## config.mk

```make
export PLATFORM = sky130hd
export DESIGN_NAME = prio_irq_ctrl
export DESIGN_NICKNAME = d
export VERILOG_FILES = /design/src/rtl/irq_pkg.sv /design/src/rtl/irq_edge_latch.sv /design/src/rtl/irq_level_stack.sv /design/src/rtl/irq_arbiter.sv /design/src/rtl/prio_irq_ctrl.sv
export SDC_FILE = /design/constraint.sdc
export NUM_CORES = 1
export LEC_CHECK = 0
export BUFFER_PORTS_ARGS = -buffer_cell sky130_fd_sc_hd__buf_4
export CAP_MARGIN = 15
export CORE_UTILIZATION = 50
export DETAILED_ROUTE_END_ITERATION = 8
export PLACE_DENSITY = 0.79
export SYNTH_ARGS = -nofsm -noshare
export SYNTH_HDL_FRONTEND = slang
export SYNTH_HIERARCHICAL = 1
export SYNTH_SLANG_ARGS = --single-unit
```

## constraint.sdc

```tcl
create_clock -name clk -period 4.7 [get_ports clk]
set_input_delay 0.235 -clock clk [delete_from_list [all_inputs] [get_ports clk]]
set_output_delay 0.235 -clock clk [all_outputs]
set_load 0.02 [all_outputs]
```

## src/rtl/irq_pkg.sv

```systemverilog
package irq_pkg;

  localparam int DEF_LINES = 8;
  localparam int DEF_DEPTH = 8;

  // Width needed to encode every line index plus the non-maskable code.
  function automatic int vec_width(input int lines);
    return $clog2(lines + 1);
  endfunction

  // Index of the most significant set bit (0 when none is set).
  function automatic int unsigned top_index(input logic [31:0] v);
    int unsigned r;
    r = 0;
    for (int k = 0; k < 32; k++) begin
      if (v[k]) r = k;
    end
    return r;
  endfunction

endpackage

```

## src/rtl/irq_edge_latch.sv

```systemverilog
module irq_edge_latch #(
  parameter int N = 8
) (
  input  logic         clk,
  input  logic         rst_n,
  input  logic [N-1:0] lines,
  input  logic [N-1:0] clr,
  output logic [N-1:0] pend,
  output logic [N-1:0] rise
);

  logic [N-1:0] prev_q;
  logic [N-1:0] pend_q;

  assign rise = lines & ~prev_q;
  assign pend = pend_q;

  // Each latch: a new edge sets it (set wins over a same-cycle clear).
  for (genvar i = 0; i < N; i++) begin : g_bit
    always_ff @(posedge clk) begin
      if (!rst_n) begin
        prev_q[i] <= 1'b0;
        pend_q[i] <= 1'b0;
      end else begin
        prev_q[i] <= lines[i];
        if (rise[i])     pend_q[i] <= 1'b1;
        else if (clr[i]) pend_q[i] <= 1'b0;
      end
    end
  end

endmodule

```

## src/rtl/irq_level_stack.sv

```systemverilog
module irq_level_stack #(
  parameter int DEPTH = 8,
  parameter int LW    = 4,
  localparam int PW   = (DEPTH > 1) ? $clog2(DEPTH) : 1,
  localparam int CW   = $clog2(DEPTH + 1)
) (
  input  logic          clk,
  input  logic          rst_n,
  input  logic          push,
  input  logic [LW-1:0] push_lvl,
  input  logic          pop,
  output logic [LW-1:0] top_lvl,
  output logic          empty,
  output logic          full,
  output logic [CW-1:0] depth
);

  logic [LW-1:0] slot_q [DEPTH];
  logic [CW-1:0] cnt_q;

  assign empty   = (cnt_q == '0);
  assign full    = (cnt_q == CW'(DEPTH));
  assign depth   = cnt_q;
  assign top_lvl = empty ? '0 : slot_q[PW'(cnt_q - 1'b1)];

  always_ff @(posedge clk) begin
    if (!rst_n) begin
      cnt_q <= '0;
      for (int k = 0; k < DEPTH; k++) slot_q[k] <= '0;
    end else if (push && !full) begin
      slot_q[PW'(cnt_q)] <= push_lvl;
      cnt_q <= cnt_q + 1'b1;
    end else if (pop && !empty) begin
      cnt_q <= cnt_q - 1'b1;
    end
  end

endmodule

```

## src/rtl/irq_arbiter.sv

```systemverilog
module irq_arbiter #(
  parameter int N  = 8,
  parameter int LW = 4
) (
  input  logic [N-1:0]  pend,
  input  logic          nmi_pend,
  input  logic          stk_empty,
  input  logic          stk_full,
  input  logic [LW-1:0] top_lvl,
  output logic          req,
  output logic [LW-1:0] vec,
  output logic [N-1:0]  grant_line,
  output logic          grant_nmi
);
  import irq_pkg::*;

  logic [N-1:0]  elig;
  logic [LW-1:0] best;

  // A line is eligible when pending and above the in-service level.
  for (genvar i = 0; i < N; i++) begin : g_elig
    assign elig[i] = pend[i] && (stk_empty || (LW'(i) > top_lvl));
  end

  assign best      = LW'(top_index(32'(elig)));
  assign grant_nmi = nmi_pend && !stk_full;
  assign req       = !stk_full && (nmi_pend || (|elig));
  assign vec       = nmi_pend ? LW'(N) : best;

  for (genvar i = 0; i < N; i++) begin : g_grant
    assign grant_line[i] = req && !nmi_pend && elig[i] && (best == LW'(i));
  end

endmodule

```

## src/rtl/prio_irq_ctrl.sv

```systemverilog
module prio_irq_ctrl #(
  parameter int NUM_LINES   = irq_pkg::DEF_LINES,
  parameter int STACK_DEPTH = irq_pkg::DEF_DEPTH,
  localparam int VW = irq_pkg::vec_width(NUM_LINES),
  localparam int CW = $clog2(STACK_DEPTH + 1)
) (
  input  logic                 clk,
  input  logic                 rst_n,
  input  logic [NUM_LINES-1:0] irq_lines,
  input  logic                 nmi_line,
  input  logic                 inta,
  input  logic                 iret,
  output logic                 irq_out,
  output logic [VW-1:0]        vec_out,
  output logic                 svc_valid,
  output logic [VW-1:0]        svc_level
);

  logic [NUM_LINES-1:0] line_pend, line_rise, line_clr, grant_line;
  logic [0:0]           nmi_pend_v, nmi_rise_v, nmi_clr_v;
  logic                 nmi_pend, grant_nmi;
  logic                 stk_empty, stk_full;
  logic [VW-1:0]        top_lvl;
  logic [CW-1:0]        stk_depth;

  // Named events observed by the checker.
  logic take_evt, pop_evt;

  assign take_evt = inta && irq_out && !iret;
  assign pop_evt  = iret && !stk_empty;

  assign line_clr     = take_evt ? grant_line : '0;
  assign nmi_clr_v[0] = take_evt && grant_nmi;
  assign nmi_pend     = nmi_pend_v[0];

  irq_edge_latch #(.N(NUM_LINES)) u_lines (
    .clk(clk), .rst_n(rst_n), .lines(irq_lines), .clr(line_clr),
    .pend(line_pend), .rise(line_rise)
  );

  irq_edge_latch #(.N(1)) u_nmi (
    .clk(clk), .rst_n(rst_n), .lines(nmi_line), .clr(nmi_clr_v),
    .pend(nmi_pend_v), .rise(nmi_rise_v)
  );

  irq_arbiter #(.N(NUM_LINES), .LW(VW)) u_arb (
    .pend(line_pend), .nmi_pend(nmi_pend), .stk_empty(stk_empty),
    .stk_full(stk_full), .top_lvl(top_lvl), .req(irq_out), .vec(vec_out),
    .grant_line(grant_line), .grant_nmi(grant_nmi)
  );

  irq_level_stack #(.DEPTH(STACK_DEPTH), .LW(VW)) u_stk (
    .clk(clk), .rst_n(rst_n), .push(take_evt), .push_lvl(vec_out),
    .pop(pop_evt), .top_lvl(top_lvl), .empty(stk_empty), .full(stk_full),
    .depth(stk_depth)
  );

  assign svc_valid = !stk_empty;
  assign svc_level = top_lvl;

endmodule

```

== Word level (Yosys, flattened, before mapping) ==
Memory sizes are Yosys's and may differ from the RTL's.
Index checks and enable logic that the tools add are counted.

* Add/sub/neg operators: 2
* Equality and inequality tests: 8
* Reductions and logical operators: 60
* Order comparisons: 8
* Multiplexer cells: 37
* Bitwise operators: 4

{| class="wikitable"
|+ Operators by type and width
! cell !! count
|-
| $logic_and 1x1->1 || 33
|-
| $mux 1 || 24
|-
| $mux 4 || 5
|-
| $reduce_bool 2->1 || 10
|-
| $gt 3x4->1 const A || 4
|-
| $mux 3 || 5
|-
| $eq 3x3->1 const B || 4
|-
| $logic_or 1x1->1 || 9
|-
| $and 8x8->8 || 1
|-
| $gt 1x4->1 const A || 2
|-
| $gt 2x4->1 const A || 2
|-
| $logic_not 4->1 || 2
|-
| $mux 8 || 1
|-
| $not 8->8 || 1
|-
| $reduce_or 8->1 || 1
|-
| $eq 3x2->1 const B || 2
|-
| $add 4x1->4 const B || 1
|-
| $eq 4x4->1 const B || 1
|-
| $logic_not 1->1 || 4
|-
| $mux 2 || 2
|-
| $reduce_or 4->1 || 1
|-
| $sub 4x1->4 const B || 1
|-
| $eq 3x1->1 const B || 1
|-
| $and 1x1->1 || 1
|-
| $not 1->1 || 1
|}

* Register bits after elaboration: 22
* Bits of input ports: 13
* Memories: 1
* RAM bits: 32
* Output and inout bits: 10

{| class="wikitable"
|+ Memories
! memory !! depth !! width !! rd ports !! clocked after Yosys merged registers in !! wr ports !! RTL line !! source
|-
| u_stk.slot_q || 8 || 4 || 1 || 0 || 8 || irq_level_stack.sv:18 || <nowiki>logic [LW-1:0] slot_q [DEPTH];</nowiki>
|}

== Depth between registers and ports, before layout ==
Gate-level depths: netlist of the first run.
An unclocked memory read counts as a cell.

* Depth after elaboration: 18
* Mapped depth: 18
* Mapped depth without buffers: 15

== Hierarchy ==
The synthesis of the first run kept the hierarchy.

{| class="wikitable"
|+ By module, submodules not included
! module !! times used !! seq. area each (µm²) !! area each (µm²) !! cells each
|-
| irq_level_stack || 1 || 1,041.0 || 1,850.5 || 155
|-
| irq_edge_latch at u_lines || 1 || 320.3 || 549.3 || 49
|-
| irq_arbiter || 1 || 0.0 || 422.9 || 66
|-
| prio_irq_ctrl || 1 || 0.0 || 121.4 || 13
|-
| irq_edge_latch at u_nmi || 1 || 40.0 || 75.1 || 6
|}

== Worst setup path after synthesis of the first run ==
Ideal clock, no wire load.

* Kind: flip-flop to flip-flop
* Start point: register u_stk.cnt_q[0] (netlist: u_stk/depth[0])
* End point: memory u_stk.slot_q[0][0] (enable)
* Clock period less this slack: 4.644 ns
* Stages on the path, launching flop included: 19
* Required time: 4.339 ns
* Path slack: 0.056 ns
* Buffers on the path: 4
* Data arrival time: 4.283 ns
* Cells stage by stage: dfxtp_1 -> buf_4 -> buf_4 -> inv_1 -> ha_1 -> clkbuf_1 -> mux4_2 -> o21ai_0 -> nand2_1 -> buf_6 -> a31oi_1 -> nor2_1 -> or2_1 -> a31oi_1 -> and3b_2 -> inv_1 -> nor2_1 -> nand2_1 -> o21ai_0

{| class="wikitable"
|+ RTL lines
! item !! RTL line !! source
|-
| start, declared || irq_level_stack.sv:19 || <nowiki>logic [CW-1:0] cnt_q;</nowiki>
|-
| start signal, assigned || irq_level_stack.sv:32 || <nowiki>cnt_q <= cnt_q + 1'b1;</nowiki>
|-
| start signal, assigned || irq_level_stack.sv:34 || <nowiki>cnt_q <= cnt_q - 1'b1;</nowiki>
|-
| end, declared || irq_level_stack.sv:18 ||
|}

==> results of run 1 <==
[worst max-delay path: stages, from the launching register on]
cell     delay (ns)
dfxtp_1        0.57
inv_1          0.11
ha_1           0.56
mux4_2         0.37
o21ai_0        0.09
nand2_1        0.27
a31oi_1        0.31
nor2_1         0.10
or2_1          0.27
a31oi_1        0.21
and3b_2        0.32
inv_1          0.09
nor2_1         0.24
nand2_1        0.12
o21ai_1        0.34
[registers in the layout, summed over array words and instances, names as in the netlist]
| signal | flops |
|---|---|
| u_stk/slot_q | 32 |
| u_lines/pend | 8 |
| u_lines/prev_q | 8 |
| u_stk/depth | 4 |
| u_nmi/pend | 1 |
| u_nmi/prev_q | 1 |
[Yosys cell counts, types with 2 or more instances]
cell type / n
mux4_2: 8
buf_6: 4
edfxtp_1: 32
clkbuf_1: 4
and2_2: 7
o31ai_1: 2
a311o_1: 2
a31oi_1: 2
a21bo_2: 2
nor2_1: 23
and3_1: 13
o21ai_0: 19
buf_4: 5
nand3_1: 5
inv_1: 10
nand3b_1: 2
o21a_1: 10
nor3_1: 8
o21ai_1: 2
nand2b_1: 4
nor3_2: 2
and2_1: 10
ha_1: 2
nand2_1: 16
and4b_1: 9
nor2b_1: 25
a21oi_1: 7
dfxtp_1: 22
nand4_1: 2
o32ai_1: 2
nor4_1: 4
[area by class of cell]
type	instances	area share (%)
clock buffers	6	2.213
inverters	11	1.259
well taps	72	2.747
flip-flops and latches	54	42.73
multi-input cells	209	44.79
repair buffers	25	5.723
clock inverters	2	0.5341
[power by group through the flow]
stage | Combinational (W) | Clock (W) | Sequential, W
6_report | 0.000608 | 0.000263 | 0.000574
5_1_grt | 0.000660 | 0.000291 | 0.000580
4_1_cts | 0.000601 | 0.000270 | 0.000574
3_5_place_dp | 0.000599 | 0 | 0.000585
3_3_place_gp | 0.000588 | 0 | 0.000583
2_1_floorplan | 0.000482 | 0 | 0.000562
[metrics by stage]
step                      std cells  instance area [um^2]  util, %  setup WS (ns)  hold WS [ns]
final                           379                  3279    57.78         0.4033        0.1328
after global placement          371                  3189    56.19         0.5556        0.4471
after CTS                       379                  3279    57.78         0.3379        0.1310
after floorplan                 289                  3019        -        0.05597        0.3525
after global routing            379                  3279    57.78         0.1018        0.1216
after detailed placement        371                  3189    56.19         0.3733        0.4590
[how the worst max path moves through the flow]
stage,to,cells after the start
2_1_floorplan,u_stk/slot_q[0][0],18
3_3_place_gp,u_stk/slot_q[1][0],14
3_5_place_dp,u_stk/slot_q[0][0],14
4_1_cts,u_stk/slot_q[0][0],14
5_1_grt,u_stk/slot_q[1][3],14
6_report,u_stk/slot_q[1][3],14
[repair_timing]
item / CTS / global route
hold buffers: 0 / 0
setup endpoints to repair: 0 / 8
gates resized for setup: 0 / 2
[kinds of logic (layout without fill, tap and decap cells)]
kind of cell | Yosys count | after routing | synth area share [%]
and+or+nand+nor | 138 | 138 | 27.64
DFF | 54 | 54 | 46.42
muxes | 8 | 8 | 5.968
xor gates and xnor gates | 1 | 1 | 0.2901
adders and majority gates | 2 | 2 | 0.8287
buffers and inverters | 26 | 44 | 4.931
AOI/OAI and AO/OA | 60 | 60 | 13.92
[routing by layer]
layer	global-route usage (%)	up-vias	wire length, um
li1	-	1098	-
met1	29.26	1136	2917
met2	38.03	89	3264
met3	4.343	15	392
met4	8.727	0	148
met5	0	-	0
==> metrics, run 1 <==
most frequent cells in the layout=32 x edfxtp_1, 25 x nor2b_1, 25 x buf_4, 23 x nor2_1, 22 x dfxtp_1; antenna violations before repair=0; die footprint=6353 um^2; setup repair after global routing missed its margin=no; number of slew-limit violations in the final report=0; sequential fraction of design power=between 30% and 40%; Worst-Skew Late Latency=between 0.3 and 0.4 ns; FFs w/ async S/R, synth=0%; leakage power figure=approximately 1.3 nW; share of the synthesized area in the top cell type=31.83%; fraction of power consumed by the clock network=18.2%; drt drc=0; CTS H-tree lvls=2; shortest period the worst path allows=4.297 ns; fraction of power consumed by combinational cells=a little over two fifths; number of cells on the worst hold path=2; setup violation total in the final timing report=0; Worst R2R Start=u_stk/depth[1]; Root Driver=clkbuf_8; Final Net Count=about 320; outcome=finished clean; wire length of the first global-routing pass=10.87 mm; die height=79.71 um; Sum Neg Setup Slack=0 ns; detailed-routing iteration count for the pre-antenna-repair pass=4; I/O Pins=23; CTS tree=done; Yosys Warn Count=6; worst flop-to-flop path endpoint=u_stk/slot_q[1][3]; part of the Yosys area used for sequential elements=46.42%; chip width=roughly 80 um; CP required=4.68 ns; ranking of synthesized cells by area=edfxtp_1 32%, dfxtp_1 15%, mux4_2 6.0%; path depth of the worst reg2reg path=14; gpl congestion=between 0.9 and 1; startpoint of the most critical setup path=u_stk/depth[1]; Critical Path AT=approximately 4.3 ns; count of state elements after synthesis=54; Max Buffers Root-to-Sink=2; min-delay worst type=in2reg; overall routing resource usage=22.85%; total global routing overflow=0; Max FO, Critical Path=13; drt total wl=6.723 mm; Filler Cells Inserted=493; Inserted Diodes=0; Core ar.=about 5700 um^2; final worst path period share=91.42%; row count=27; worst hold start=irq_lines[7]; per-instance average area after synthesis=10.45 um^2; Detail Placement HPWL=4.909 mm; Net Sw Power=about 0.00056 W; post-DR vias/cell=6.169; initial standard-cell utilization of the core=53.20%; maximum number of pins on one net before global-route repair=33; antenna-violating nets left=0; total setup buffers inserted after CTS=0; number of max-cap violations=0; highest clock rate=232.7 MHz; share of post-route cells with drive strength above 1=19.54%; switching part of the total=38.97%; number of different library cells in the post-synthesis netlist=55; biggest area consumer among synthesized cells=edfxtp_1; capturing element type of the critical path=register; Least-Margin Pin Slew=0.7811 ns; most common cell after layout, fill and taps aside=edfxtp_1; total power after layout=0.001446 W; number of enable-type register cells in the synthesized netlist=32; Worst-path clk slew=0.10 ns; starting DRC count in detailed routing=around 180; via count of the first global-routing pass=2,233; power per cell area=around 440 nW/um^2; instance count of the mapped netlist=between 200 and 300; Register Area=1401 um^2; CP startpoint kind=register; multi-input logic area=1469 um^2; dominant register cell in the synthesized netlist=edfxtp_1; Final Hold Fails=0; Worst IR Drop VDD=0.0002317 V; cell-internal power=roughly 0.00088 W; clk sink count=54; Routed WL per cell=~18 um; worst-case clock skew=0.006177 ns; Post-Syn Nets=304; PortBufs=22; total number of vias=2,338; internal reg-to-reg setup slack=0.40 ns; critical path class=reg2reg; Syn Std Cell Area=3019 um^2; Worst Hold Path EP=u_lines/prev_q[7]; worst rel slew slack=a little under half; Layout area overhead=8.620%; number of clock buffers inserted by TritonCTS=5
(Power assumes the default switching activity.)
==> run 2, diff against run 1 <==
- clock period: 4.7 -> 5.12 ns (I/O delays scaled with it)
==> run 2 against run 1 <==
  * Global-route usage is 0.70 points higher
  * Clock-buffer cell count did not move
  * Utilization is 0.066 points lower
  * Final cell count unchanged
  * Routed wire length rose by 1.6%
  * Sequential share of layout area about the same
  * Maximum frequency decreased by 4.8%
  * Register-to-register slack improved by 0.20 ns
  * Power decreased by 8.7%
  * Die area unchanged
  * Flip-flop and latch count is the same
  * Non-clock buffer count stayed put
  * Critical path type unchanged
  * Largest power group unchanged
==> metrics, run 2 (same netlist as run 1, synthesis figures left out) <==
antenna-violating nets left=0; row count=27; starting DRC count in detailed routing=193; number of standard cells in the final layout excluding fillers=379; initial standard-cell utilization of the core=between 50% and 60%; number of slew-limit violations in the final report=0; critical path class=reg2reg; crit-path max cell delay=around 0.56 ns; Least-Margin Pin Slew=between 0.6 and 0.7 ns; Placed Cells incl. Taps=371; number of flip-flops under the largest register name=32; PortBufs=22; cell-internal power=0.0008083 W; Worst-Skew Late Latency=0.30 ns; die height=79.71 um; Worst IR Drop VDD=0.0002219 V; number of max-cap violations=0; combined buffer and inverter count along the critical path=3; min-delay worst type=in2reg; total setup buffers inserted after CTS=0; total power after layout=0.001320 W; post-DR vias/cell=roughly 6.2; Max FO, Critical Path=13; post-CTS sizing=0; fraction of power consumed by combinational cells=42.3%; critical path, cell by cell=inv_1 > ha_1 > mux4_2 > o21ai_0 > nand2_1 > a211oi_2 > nor2_1 > o2111a_1 > a31oi_1 > buf_4 > and3b_2 > inv_1 > nor2_1 > nand2_1 > o21ai_0; total number of vias=between 2,000 and 2,500; worst-path cell with the longest stage delay=dfxtp_1; most frequent cells in the layout=32 x edfxtp_1, 25 x nor2b_1, 25 x buf_4, 23 x nor2_1, 22 x dfxtp_1; fraction of power consumed by the clock network=17.8%; Root Driver=clkbuf_8; highest clock rate=about 220 MHz; design area=3276 um^2; Routed WL per cell=18.02 um; I/O Pins=23; setup repair after global routing missed its margin=no; die footprint=6353 um^2; via count of the first global-routing pass=2,278; CP startpoint kind=register; total of hold buffers inserted after clock tree synthesis=0; clk sink count=54; antenna violations before repair=0; Filler Cells Inserted=508; gpl congestion=0.9524; sequential fraction of design power=39.9%; maximum number of pins on one net before global-route repair=33; Register Area=1401 um^2; most common cell after layout, fill and taps aside=edfxtp_1; wire length of the first global-routing pass=11.25 mm; Core ar.=5675 um^2; Final Hold Fails=0; overall routing resource usage=23.54%; final worst path period share=about nine tenths; Max Buffers Root-to-Sink=2; power per cell area=402.9 nW/um^2; Sum Neg Setup Slack=0 ns; capturing element type of the critical path=register; multi-input logic area=1469 um^2; worst-case clock skew=0.008119 ns; outcome=finished clean; total global routing overflow=0; Net Sw Power=roughly 0.0005 W; Final Net Count=321; shortest period the worst path allows=4.515 ns; Worst-path clk slew=0.10 ns; drt total wl=6.831 mm; leakage power figure=1.290 nW; Layout area overhead=8.496%; setup violation total in the final timing report=0; CTS H-tree lvls=2; Inserted Diodes=0; share of post-route cells with drive strength above 1=19.54%; CP required=5.06 ns; Critical Path AT=4.46 ns; detailed-routing iteration count for the pre-antenna-repair pass=6; number of clock buffers inserted by TritonCTS=5; drt drc=0; chip width=around 80 um; CTS tree=done; switching part of the total=38.76%; post-place instance area=3189 um^2; category of cells accounting for the largest share of critical-path delay=compound AO/OA/AOI/OAI gates; top register by number of flip-flops=u_stk/slot_q; worst rel slew slack=54.68%; Detail Placement HPWL=4.941 mm
## run 2: cell types whose count changed in the layout (fill, tap and decap cells not counted)
cell | previous run | this run
o21ai_1 | 4 | 2
o21ai_0 | 17 | 19
clkinv_2 | 0 | 1
clkinv_4 | 1 | 0
## run 2: path summary, 6_finish.rpt
| kind | from | end | slack (ns) | cells past startpoint |
|---|---|---|---|---|
| hold / removal | irq_lines[7] | u_lines/prev_q[7] | 0.15 | 2 |
| hold reg to reg | u_lines/prev_q[4] | u_lines/pend[4] | 0.55 | 2 |
| setup reg to reg | u_stk/depth[1] | u_stk/slot_q[1][2] | 0.61 | 15 |
| setup / recovery | u_stk/depth[1] | u_stk/slot_q[1][2] | 0.61 | 15 |
## run 2: power by group through the flow
| stage | Clock, W | Combinational (W) | Sequential, W |
|---|---|---|---|
| floorplan | 0 | 0.000442 | 0.000515 |
| global route | 0.000259 | 0.000607 | 0.000532 |
| global placement | 0 | 0.000537 | 0.000535 |
| CTS | 0.000242 | 0.000552 | 0.000526 |
| detailed placement | 0 | 0.000549 | 0.000536 |
| finish | 0.000235 | 0.000558 | 0.000527 |
## run 2: routing by layer
layer  global-route usage, %  wire length, um  vias to the layer above
li1                        -                -                     1096
met1                   30.24             2818                     1121
met2                   39.57             3322                      124
met3                   4.914              525                       27
met4                   7.273              165                        0
met5                       0                0                        -
## run 2: worst reg2reg max path, stage by stage, from the launching register on
cell and delay [ns]:
dfxtp_1 0.56, inv_1 0.13, ha_1 0.56, mux4_2 0.39, o21ai_0 0.11, nand2_1 0.24
a211oi_2 0.33, nor2_1 0.10, o2111a_1 0.27, a31oi_1 0.12, buf_4 0.18, and3b_2 0.29
inv_1 0.09, nor2_1 0.22, nand2_1 0.11, o21ai_0 0.47
## run 2: layout make-up
cell class / count / share of cell area, %
tap: 72 / 2.750
inverter: 11 / 1.261
sequential: 54 / 42.78
clock inverter: 2 / 0.4202
multi-input combinational: 209 / 44.84
clock buffer: 6 / 2.215
timing repair buffer: 25 / 5.730
## run 2: per-stage QoR
stage                     setup WS (ns)  util, %  hold WS, ns
after floorplan                  0.4760        -       0.3735
after global placement           0.9433    56.19       0.4664
after detailed placement         0.7406    56.19       0.4714
after CTS                        0.6947    57.72       0.1467
after global routing             0.2829    57.72       0.1370
final                            0.6051    57.72       0.1546
==> run 3, diff against run 2 <==
- ABC_AREA: unset -> 1
==> run 3 against run 2 <==
  * Routed wire length fell by 4.8%
  * Highest routed layer unchanged
  * Setup slack improved by 0.34 ns
  * Critical endpoint is now u_stk/slot_q[6][1]
  * Via count rose by 0.13%
  * Die area fell by 2.0%
==> metrics, run 3 <==
die height=approximately 80 um; design area=3256 um^2; share of post-route cells with drive strength above 1=a little under a fifth; highest clock rate=239.8 MHz; worst rel slew slack=73.32%; most frequent cells in the layout=85 x nor2_1, 73 x nand2_1, 58 x inv_1, 32 x edfxtp_1, 23 x buf_4; chip width=78.90 um; starting DRC count in detailed routing=136; post-DR vias/cell=5.002; gpl congestion=0.8952; initial standard-cell utilization of the core=a little over half; Final Net Count=416; Max Buffers Root-to-Sink=2; clk sink count=54; Worst IR Drop VDD=0.0002003 V; drt total wl=~6.5 mm; antenna-violating nets left=0; number of slew-limit violations in the final report=0; Inserted Diodes=0; worst-case clock skew=0.01493 ns; number of flip-flops under the largest register name=32; instance count of the mapped netlist=379; total of hold buffers inserted after clock tree synthesis=0; CP startpoint kind=register; total setup buffers inserted after CTS=0; Detail Placement HPWL=4.886 mm; Final Hold Fails=0; shortest period the worst path allows=4.170 ns; Routed WL per cell=13.72 um; leakage power figure=1.451 nW; Max FO, Critical Path=22; number of max-cap violations=0; Worst-Skew Late Latency=0.31 ns; total power after layout=0.001355 W; CP required=~5.1 ns; number of clock buffers inserted by TritonCTS=5; post-CTS sizing=0; row count=27; setup violation total in the final timing report=0; overall routing resource usage=between 20 and 25%; via count of the first global-routing pass=2,234; capturing element type of the critical path=register; critical path class=reg2reg; CTS H-tree lvls=2; Layout area overhead=10.11%; top register by number of flip-flops=u_stk/slot_q; Sum Neg Setup Slack=0 ns; drt drc=0; Core ar.=5608 um^2; power per cell area=416.4 nW/um^2; I/O Pins=23; Yosys Warn Count=6; die footprint=6224 um^2; Critical Path AT=4.18 ns; PortBufs=22; maximum number of pins on one net before global-route repair=25; min-delay worst type=in2reg; total global routing overflow=0; Post-Syn Nets=394; final worst path period share=approximately 80%; setup repair after global routing missed its margin=no; outcome=finished clean; Syn Std Cell Area=a little under 3000 um^2; antenna violations before repair=0; Root Driver=clkbuf_8; wire length of the first global-routing pass=between 10 and 15 mm; Least-Margin Pin Slew=between 0.3 and 0.4 ns; post-place instance area=3169 um^2; Filler Cells Inserted=around 530; detailed-routing iteration count for the pre-antenna-repair pass=4; most common cell after layout, fill and taps aside=nor2_1; CTS tree=done; Worst-path clk slew=0.10 ns; per-instance average area after synthesis=7.801 um^2; total number of vias=2,371
[run 3: changes by cell type in the layout (fill, tap and decap cells not counted), moves of 6 or more]
cell / delta
and2_1: -10
o21a_1: -10
and3_1: -13
a21oi_2: +9
mux4_2: -8
and4b_1: -9
nor3_1: -6
nor2_1: +62
inv_1: +48
and2_2: -7
nor2b_1: -25
nand2_1: +57
nand2_2: +11
[run 3: power by group]
group | switching [W] | internal [W] | leakage, nW
clock | 0.000137 | 0.0000971 | 0.0417
combinational | 0.000419 | 0.000190 | 0.896
sequential | 0.0000224 | 0.000490 | 0.514
total | 0.000579 | 0.000777 | 1.45
[run 3: worst paths after layout]
| check | slack, ns | from | depth (start not counted) | to |
|---|---|---|---|---|
| min reg2reg | 0.48 | u_lines/pend[1] | 2 | u_lines/pend[1] |
| max | 0.95 | u_stk/depth[0] | 23 | u_stk/slot_q[6][1] |
| max reg2reg | 0.95 | u_stk/depth[0] | 23 | u_stk/slot_q[6][1] |
| min | 0.13 | irq_lines[6] | 3 | u_lines/prev_q[6] |
[run 3: worst max-delay path: stages, from the launching register on]
cell,delay (ns)
dfxtp_1,0.32
buf_4,0.23
inv_2,0.18
ha_1,0.53
inv_1,0.19
o21ai_0,0.13
o22ai_1,0.13
nor2_1,0.10
nor2_1,0.10
o21ai_2,0.22
inv_2,0.06
nand2_1,0.11
nand2_2,0.09
nand2_4,0.10
nor2_4,0.05
a31oi_1,0.28
nand3_4,0.19
inv_1,0.17
nand2_4,0.08
inv_2,0.09
nand2_4,0.07
nor2_4,0.13
nand3_2,0.12
nand2_1,0.19
[run 3: area by class of cell]
| cell class | instances | area [um^2] | area share (%) |
|---|---|---|---|
| inverter | 66 | 255.2 | 7.840 |
| tap | 72 | 90.09 | 2.767 |
| multi-input combinational | 251 | 1250 | 38.39 |
| timing repair buffer | 23 | 172.7 | 5.304 |
| clock inverter | 2 | 13.76 | 0.4228 |
| clock buffer | 6 | 72.57 | 2.229 |
| sequential | 54 | 1401 | 43.04 |
[run 3: through the flow]
step                worst slack [ns]  util, %  std cells  hold slack [ns]
CTS                           0.9962    58.05        474           0.1250
detailed placement             1.000    56.51        466           0.4487
global placement               1.094    56.51        466           0.4425
finish                        0.9499    58.05        474           0.1314
global route                  0.6189    58.05        474           0.1286
floorplan                      1.301        -        379           0.3495
[run 3: metal layers]
layer	vias to the layer above	GRT usage [%]	part of all wire, %
li1	1226	-	-
met1	1065	30.42	47
met2	67	36.09	46
met3	13	4.483	5.6
met4	0	9.636	2.2
met5	-	0	0
